[src/rtl/can_filt_pkg.sv]
package can_filt_pkg;

  // Descriptor of the frame under evaluation
  typedef struct packed {
    logic [10:0] std_id;
    logic [17:0] ext_id;
    logic        fmt;
    logic        rtr;
  } frame_t;

  // Control word bit positions
  localparam int CTRL_ACTIVE = 0;
  localparam int CTRL_LIST   = 1;
  localparam int CTRL_WIDE   = 2;
  localparam int CTRL_W      = 3;

  // Write selector encoding
  localparam logic [1:0] SEL_DATA0 = 2'd0;
  localparam logic [1:0] SEL_DATA1 = 2'd1;
  localparam logic [1:0] SEL_CTRL  = 2'd2;

  // Bank interpretation, encoded as {wide, list}
  typedef enum logic [1:0] {
    BM_MASK16 = 2'b00,
    BM_LIST16 = 2'b01,
    BM_MASK32 = 2'b10,
    BM_LIST32 = 2'b11
  } bank_mode_e;

  localparam int MAX_PER_BANK = 4;
  localparam int CNT_W        = 3;

  function automatic logic [31:0] pack_wide(frame_t f);
    return {f.std_id, f.ext_id, f.fmt, f.rtr, 1'b0};
  endfunction

  function automatic logic [15:0] pack_half(frame_t f);
    return {f.std_id, f.rtr, f.fmt, f.ext_id[17:15]};
  endfunction

endpackage

[src/rtl/can_filt_bank.sv]
module can_filt_bank
  import can_filt_pkg::*;
(
  input  logic                    clk,
  input  logic                    rst_n,
  input  logic                    wr_en,
  input  logic [1:0]              wr_sel,
  input  logic [31:0]             wr_data,
  input  frame_t                  frame,
  output logic [MAX_PER_BANK-1:0] hit_o,
  output logic [CNT_W-1:0]        count_o
);

  logic [31:0]       data0_q, data0_d;
  logic [31:0]       data1_q, data1_d;
  logic [CTRL_W-1:0] ctrl_q, ctrl_d;
  logic              ld_data0, ld_data1, ld_ctrl;

  assign ld_data0 = wr_en && (wr_sel == SEL_DATA0);
  assign ld_data1 = wr_en && (wr_sel == SEL_DATA1);
  assign ld_ctrl  = wr_en && (wr_sel == SEL_CTRL);

  always_comb begin
    data0_d = data0_q;
    data1_d = data1_q;
    ctrl_d  = ctrl_q;
    if (ld_data0) data0_d = wr_data;
    if (ld_data1) data1_d = wr_data;
    if (ld_ctrl)  ctrl_d  = wr_data[CTRL_W-1:0];
  end

  always_ff @(posedge clk or negedge rst_n) begin
    if (!rst_n) begin
      data0_q <= '0;
      data1_q <= '0;
      ctrl_q  <= '0;
    end else begin
      if (ld_data0) data0_q <= data0_d;
      if (ld_data1) data1_q <= data1_d;
      if (ld_ctrl)  ctrl_q  <= ctrl_d;
    end
  end

  // Compare logic
  bank_mode_e              mode;
  logic [31:0]             key_w;
  logic [15:0]             key_h;
  logic [MAX_PER_BANK-1:0] raw_hit;

  assign mode  = bank_mode_e'({ctrl_q[CTRL_WIDE], ctrl_q[CTRL_LIST]});
  assign key_w = pack_wide(frame);
  assign key_h = pack_half(frame);

  always_comb begin
    raw_hit = '0;
    count_o = CNT_W'(1);
    unique case (mode)
      BM_MASK32: begin
        raw_hit[0] = ((key_w ^ data0_q) & data1_q) == 32'd0;
        count_o    = CNT_W'(1);
      end
      BM_LIST32: begin
        raw_hit[0] = key_w == data0_q;
        raw_hit[1] = key_w == data1_q;
        count_o    = CNT_W'(2);
      end
      BM_MASK16: begin
        raw_hit[0] = ((key_h ^ data0_q[15:0])  & data1_q[15:0])  == 16'd0;
        raw_hit[1] = ((key_h ^ data0_q[31:16]) & data1_q[31:16]) == 16'd0;
        count_o    = CNT_W'(2);
      end
      BM_LIST16: begin
        raw_hit[0] = key_h == data0_q[15:0];
        raw_hit[1] = key_h == data0_q[31:16];
        raw_hit[2] = key_h == data1_q[15:0];
        raw_hit[3] = key_h == data1_q[31:16];
        count_o    = CNT_W'(4);
      end
      default: begin
        raw_hit = '0;
        count_o = CNT_W'(1);
      end
    endcase
  end

  assign hit_o = ctrl_q[CTRL_ACTIVE] ? raw_hit : '0;


  inactive_silent_chk: assert property (@(posedge clk) disable iff (!rst_n)
    !ctrl_q[CTRL_ACTIVE] |-> (hit_o == '0));


  bank_count_legal_chk: assert property (@(posedge clk) disable iff (!rst_n)
    (count_o == CNT_W'(1)) || (count_o == CNT_W'(2)) || (count_o == CNT_W'(4)));


  hit_within_count_chk: assert property (@(posedge clk) disable iff (!rst_n)
    (hit_o >> count_o) == '0);

endmodule

[src/rtl/can_filt_select.sv]
module can_filt_select
  import can_filt_pkg::*;
#(
  parameter int NUM_BANKS = 4,
  parameter int FNUM_W    = 5
) (
  input  logic [NUM_BANKS-1:0][MAX_PER_BANK-1:0] hits_i,
  input  logic [NUM_BANKS-1:0][CNT_W-1:0]        counts_i,
  output logic                                   any_o,
  output logic [FNUM_W-1:0]                      fnum_o
);

  logic [NUM_BANKS:0][FNUM_W-1:0]   base;
  logic [NUM_BANKS-1:0][1:0]        local_idx;
  logic [NUM_BANKS-1:0]             bank_any;

  assign base[0] = '0;

  for (genvar b = 0; b < NUM_BANKS; b++) begin : g_bank
    assign base[b+1]   = base[b] + FNUM_W'(counts_i[b]);
    assign bank_any[b] = |hits_i[b];

    always_comb begin
      local_idx[b] = 2'd0;
      for (int k = MAX_PER_BANK - 1; k >= 0; k--) begin
        if (hits_i[b][k]) local_idx[b] = 2'(k);
      end
    end
  end

  always_comb begin
    any_o  = 1'b0;
    fnum_o = '0;
    for (int b = NUM_BANKS - 1; b >= 0; b--) begin
      if (bank_any[b]) begin
        any_o  = 1'b1;
        fnum_o = base[b] + FNUM_W'(local_idx[b]);
      end
    end
  end

endmodule

[src/rtl/can_id_filter.sv]
module can_id_filter
  import can_filt_pkg::*;
#(
  parameter int NUM_BANKS = 4,
  parameter int FNUM_W    = $clog2(MAX_PER_BANK * NUM_BANKS + 1)
) (
  input  logic                 clk,
  input  logic                 rst_n,
  input  logic [NUM_BANKS-1:0] cfg_bank_en,
  input  logic [1:0]           cfg_sel,
  input  logic [31:0]          cfg_wdata,
  input  logic                 frm_valid,
  input  logic [10:0]          frm_std_id,
  input  logic [17:0]          frm_ext_id,
  input  logic                 frm_ext,
  input  logic                 frm_rtr,
  output logic                 acc_valid,
  output logic                 acc_hit,
  output logic [FNUM_W-1:0]    acc_fnum
);

  localparam int MAX_FILT = MAX_PER_BANK * NUM_BANKS;

  // Reset: asserted asynchronously, released on a clock edge
  logic rst_meta_q, rst_int_n;

  always_ff @(posedge clk or negedge rst_n) begin
    if (!rst_n) begin
      rst_meta_q <= 1'b0;
      rst_int_n  <= 1'b0;
    end else begin
      rst_meta_q <= 1'b1;
      rst_int_n  <= rst_meta_q;
    end
  end

  frame_t frame;
  assign frame = '{std_id: frm_std_id, ext_id: frm_ext_id,
                   fmt: frm_ext, rtr: frm_rtr};

  logic [NUM_BANKS-1:0][MAX_PER_BANK-1:0] bank_hits;
  logic [NUM_BANKS-1:0][CNT_W-1:0]        bank_counts;

  for (genvar b = 0; b < NUM_BANKS; b++) begin : g_banks
    can_filt_bank u_bank (
      .clk     (clk),
      .rst_n   (rst_int_n),
      .wr_en   (cfg_bank_en[b]),
      .wr_sel  (cfg_sel),
      .wr_data (cfg_wdata),
      .frame   (frame),
      .hit_o   (bank_hits[b]),
      .count_o (bank_counts[b])
    );
  end

  logic              sel_any;
  logic [FNUM_W-1:0] sel_fnum;

  can_filt_select #(
    .NUM_BANKS (NUM_BANKS),
    .FNUM_W    (FNUM_W)
  ) u_select (
    .hits_i   (bank_hits),
    .counts_i (bank_counts),
    .any_o    (sel_any),
    .fnum_o   (sel_fnum)
  );

  // Result register
  logic              res_en;
  logic              valid_d, hit_d;
  logic [FNUM_W-1:0] fnum_d;

  assign res_en = frm_valid | acc_valid;

  always_comb begin
    valid_d = frm_valid;
    hit_d   = frm_valid & sel_any;
    fnum_d  = (frm_valid & sel_any) ? sel_fnum : '0;
  end

  always_ff @(posedge clk or negedge rst_int_n) begin
    if (!rst_int_n) begin
      acc_valid <= 1'b0;
      acc_hit   <= 1'b0;
      acc_fnum  <= '0;
    end else if (res_en) begin
      acc_valid <= valid_d;
      acc_hit   <= hit_d;
      acc_fnum  <= fnum_d;
    end
  end


  strobe_follows_chk: assert property (@(posedge clk) disable iff (!rst_int_n)
    frm_valid |=> acc_valid);


  strobe_single_chk: assert property (@(posedge clk) disable iff (!rst_int_n)
    !frm_valid |=> !acc_valid);


  idle_quiet_chk: assert property (@(posedge clk) disable iff (!rst_int_n)
    !acc_valid |-> (!acc_hit && acc_fnum == '0));


  miss_zero_num_chk: assert property (@(posedge clk) disable iff (!rst_int_n)
    (acc_valid && !acc_hit) |-> (acc_fnum == '0));


  fnum_range_chk: assert property (@(posedge clk) disable iff (!rst_int_n)
    acc_hit |-> (acc_fnum < FNUM_W'(MAX_FILT)));

endmodule

[config.mk]
export PLATFORM = sky130hd
export DESIGN_NAME = can_id_filter
export DESIGN_NICKNAME = d
export VERILOG_FILES = /design/src/rtl/can_filt_pkg.sv /design/src/rtl/can_filt_bank.sv /design/src/rtl/can_filt_select.sv /design/src/rtl/can_id_filter.sv
export SDC_FILE = /design/constraint.sdc
export NUM_CORES = 1
export LEC_CHECK = 0
export BUFFER_PORTS_ARGS = -buffer_cell sky130_fd_sc_hd__buf_2
export CORE_AREA = 2 2 210 212
export DETAILED_ROUTE_END_ITERATION = 12
export DIE_AREA = 0 0 212 214
export SYNTH_ARGS = -nofsm -noshare
export SYNTH_HDL_FRONTEND = slang
export SYNTH_HIERARCHICAL = 1
export SYNTH_SLANG_ARGS = --single-unit
[constraint.sdc]
create_clock -name clk -period 24.7 [get_ports clk]
set_input_delay 2.47 -clock clk [delete_from_list [all_inputs] [get_ports clk]]
set_output_delay 2.47 -clock clk [all_outputs]
set_load 0.02 [all_outputs]
==> impl_summary.txt <==
----------------------------------------------------
[Die]
  Total Die Area ... 45400 sq um
  Total I/O pin count ... between 70 and 80
  Horiz. Die Dim ... 212 um
  Floorplan Core Area ... about 43000 sq um
  Die height ... 214 um
  Row count ... 76
  Initial core utilization ... between 30% and 40%

[Timing]
  Share of the clock period used by the worst path ... a little over a quarter
  Slew Viols, Final ... 0
  Final setup violation count ... 0
  Fin Clk Skew ... ~0.028 ns
  Number of hold violations in the final report ... 0
  Maximum frequency from static timing analysis ... 152 MHz
  Relative max-transition margin ... 14.6%
  Unrepaired setup endpoints after global routing ... no
  Actual slew at the worst max-slew pin ... 1.27 ns
  Final TNS setup ... 0 ns
  Period minus WS final ... 6.58 ns

[Synthesis]
  Area of the mapped netlist ... between 15000 and 20000 sq um
  Avg Inst Size Synth ... 11.5 sq um
  Gate Count Post-Synth ... ~1500
  Total number of yosys warnings ... 6
  Synthesized Nets ... approximately 1600

[Global routing]
  Residual overflow from global routing ... 0
  Met3 GRT Util ... around 4.5%
  Global Route Usage Sum ... 26.9%
  Maximum number of pins on one net before global-route repair ... 72
  Global routing met1 resource utilization ... 37.1%
  GRT Max-Usage Layer ... met2
  Initial antenna violation count ... 5
  Global-route wire length before repair ... ~90 mm
  Met2 layer usage reported by global route ... about 40%
  Vias in the first global route ... 13300

[Cells and area]
  Final net count ... 1673
  Cell area after layout ... 19300 sq um
  Fin cells ... 2178
  Post-route core utilization ... 44.9%
  Area added between synthesis and finish ... 12.8%
  Most common library cell in the layout ignoring fill and taps ... xor2_1
  Proportion of layout cells with a drive suffix above 1 ... 27.1%
  Highest-count cells in the layout ignoring fill and taps ... 343 x xor2_1, 276 x dfrtp_1, 268 x mux2_2

[Hold path]
  Worst min-delay path class ... reg -> async

[Clock network]
  # H-tree levels ... 2
  CTS root buffer ... clkbuf_16
  Number of buffers inserted to repair setup after CTS ... 0
  TritonCTS clock tree ... done
  Clk Latency, worst-skew pair ... 0.57 ns
  Post-CTS Hold Fix Bufs ... 0
  Sink Count ... 277
  Clock transition time at the flip-flop clock pins of the worst setup and hold paths ... 0.06 ns
  Number of buffers added by the clock tree synthesis step ... 34
  Number of buffers between clock root and the deepest sink ... 3
  Count of cells resized by post-cts repair ... 0

[Route]
  Total wire length after detailed routing ... 60.7 mm
  Number of design rule violations left after detail routing ... 0
  Average vias per placed instance ... 5.94
  Routed length per instance ... 27.9 um
  1st-iter DRT viols ... 1186
  Pre-antenna DRT Iters ... 5
  ANT nets after route ... 0
  Via Count ... ~13000

[Setup path]
  Source of the worst register-to-register timing path ... g_banks[3].u_bank/data1_q[17]
  Crit-path max FO ... 16
  Worst Path Required ... ~25 ns
  Data arrival time of the critical path ... 7.02 ns
  Crit start category ... primary input
  Worst-case reg-to-reg path depth ... 15
  CP Capture Type ... register
  Crit Reg-Reg Endpoint ... acc_fnum[3]
  Critical path start-end classification ... in -> reg
  Worst reg2reg setup slack ... 20.25 ns

[Job]
  Reported max-cap violation count ... 0

[Power and ir drop]
  Sw power ... 0.566 mW
  Ratio of total power to cell area ... 83.2 nW/um^2
  Largest vdd supply drop ... ~0.063 mV
  Clock group share of total power ... 31.2%
  Leak Pwr ... 8.05 nW
  Internal power ... around 1.0 mW
  Share of total power consumed by net switching ... 35.4%
  Total power of the final layout ... 1.60 mW
  Share of power burned in registers ... 41.4%
  Combinational share of power ... a little over a quarter

[Outcome]
  Result of the run ... finished clean

[Place]
  Gp weighted congestion ... 0.953
  HPWL reported at the end of detailed placement ... 42.3 mm
  Placement-stage cell area ... 18200 sq um
  Number of cells in the design after placement ... 2114
  Count of buffers inserted at the top-level ports ... 78

----------------------------------------------------
==> how the worst max path moves through the flow <==
stage                  endpoint  cells after the start  slack, ns          start
floorplan           acc_fnum[0]                      0      16.41      rst_int_n
CTS                 acc_fnum[3]                     16      18.17  frm_std_id[7]
global route        acc_fnum[3]                     16      17.89  frm_std_id[7]
detailed placement  acc_fnum[3]                     16      17.61  frm_std_id[7]
global placement    acc_fnum[3]                     15      17.71  frm_std_id[9]
finish              acc_fnum[3]                     16      18.12  frm_std_id[7]
==> critical path, stage by stage <==
cell and delay (ns):
buf_2 0.58, xor2_1 0.20, nor4_1 0.39, nand2_1 0.13
nor4_1 0.38, nand3_1 0.14, a311oi_1 0.51, nor3_1 0.25
fa_1 0.50, ha_1 0.23, fa_1 0.44, xnor2_1 0.17
nor2_1 0.06, a41oi_1 0.24, o21ai_0 0.12, a22o_1 0.21
==> metal layers <==
layer / vias to the layer above / routed length (um)
li1: 5568 / -
met1: 6592 / 26200
met2: 602 / 26900
met3: 158 / 4370
met4: 8 / 3090
met5: - / 38
==> registers in the layout, indices dropped and copies added (netlist names) <==
| signal | flops |
|---|---|
| acc_hit | 1 |
| acc_valid | 1 |
| g_banks.u_bank/data1_q | 128 |
| rst_meta_q | 1 |
| acc_fnum | 5 |
| g_banks.u_bank/ctrl_q | 12 |
| g_banks.u_bank/data0_q | 128 |
| rst_int_n | 1 |
==> area by class of cell <==
| cell class | instances | area (sq um) |
|---|---|---|
| tap | 585 | 732 |
| sequential | 277 | 6940 |
| fill | 4050 | 23600 |
| inverter | 28 | 105 |
| multi-input combinational | 1128 | 9860 |
| clock buffer | 43 | 925 |
| antenna | 3 | 7.51 |
| clock inverter | 18 | 171 |
| timing repair buffer | 96 | 526 |
==> through the flow <==
stage	setup WS, ns	hold slack, ns
floorplan	16.41	0.331
global placement	17.71	0.299
detailed placement	17.61	0.304
CTS	18.17	0.291
global route	17.89	0.316
finish	18.12	0.278
==> power groups by stage <==
stage | clock, mW | sequential, mW | combinational (mW)
2_1_floorplan | 0 | 0.631 | 0.312
3_3_place_gp | 0 | 0.668 | 0.427
3_5_place_dp | 0 | 0.670 | 0.431
4_1_cts | 0.511 | 0.662 | 0.435
5_1_grt | 0.528 | 0.675 | 0.479
6_report | 0.500 | 0.663 | 0.439
(Power assumes the default switching activity.)
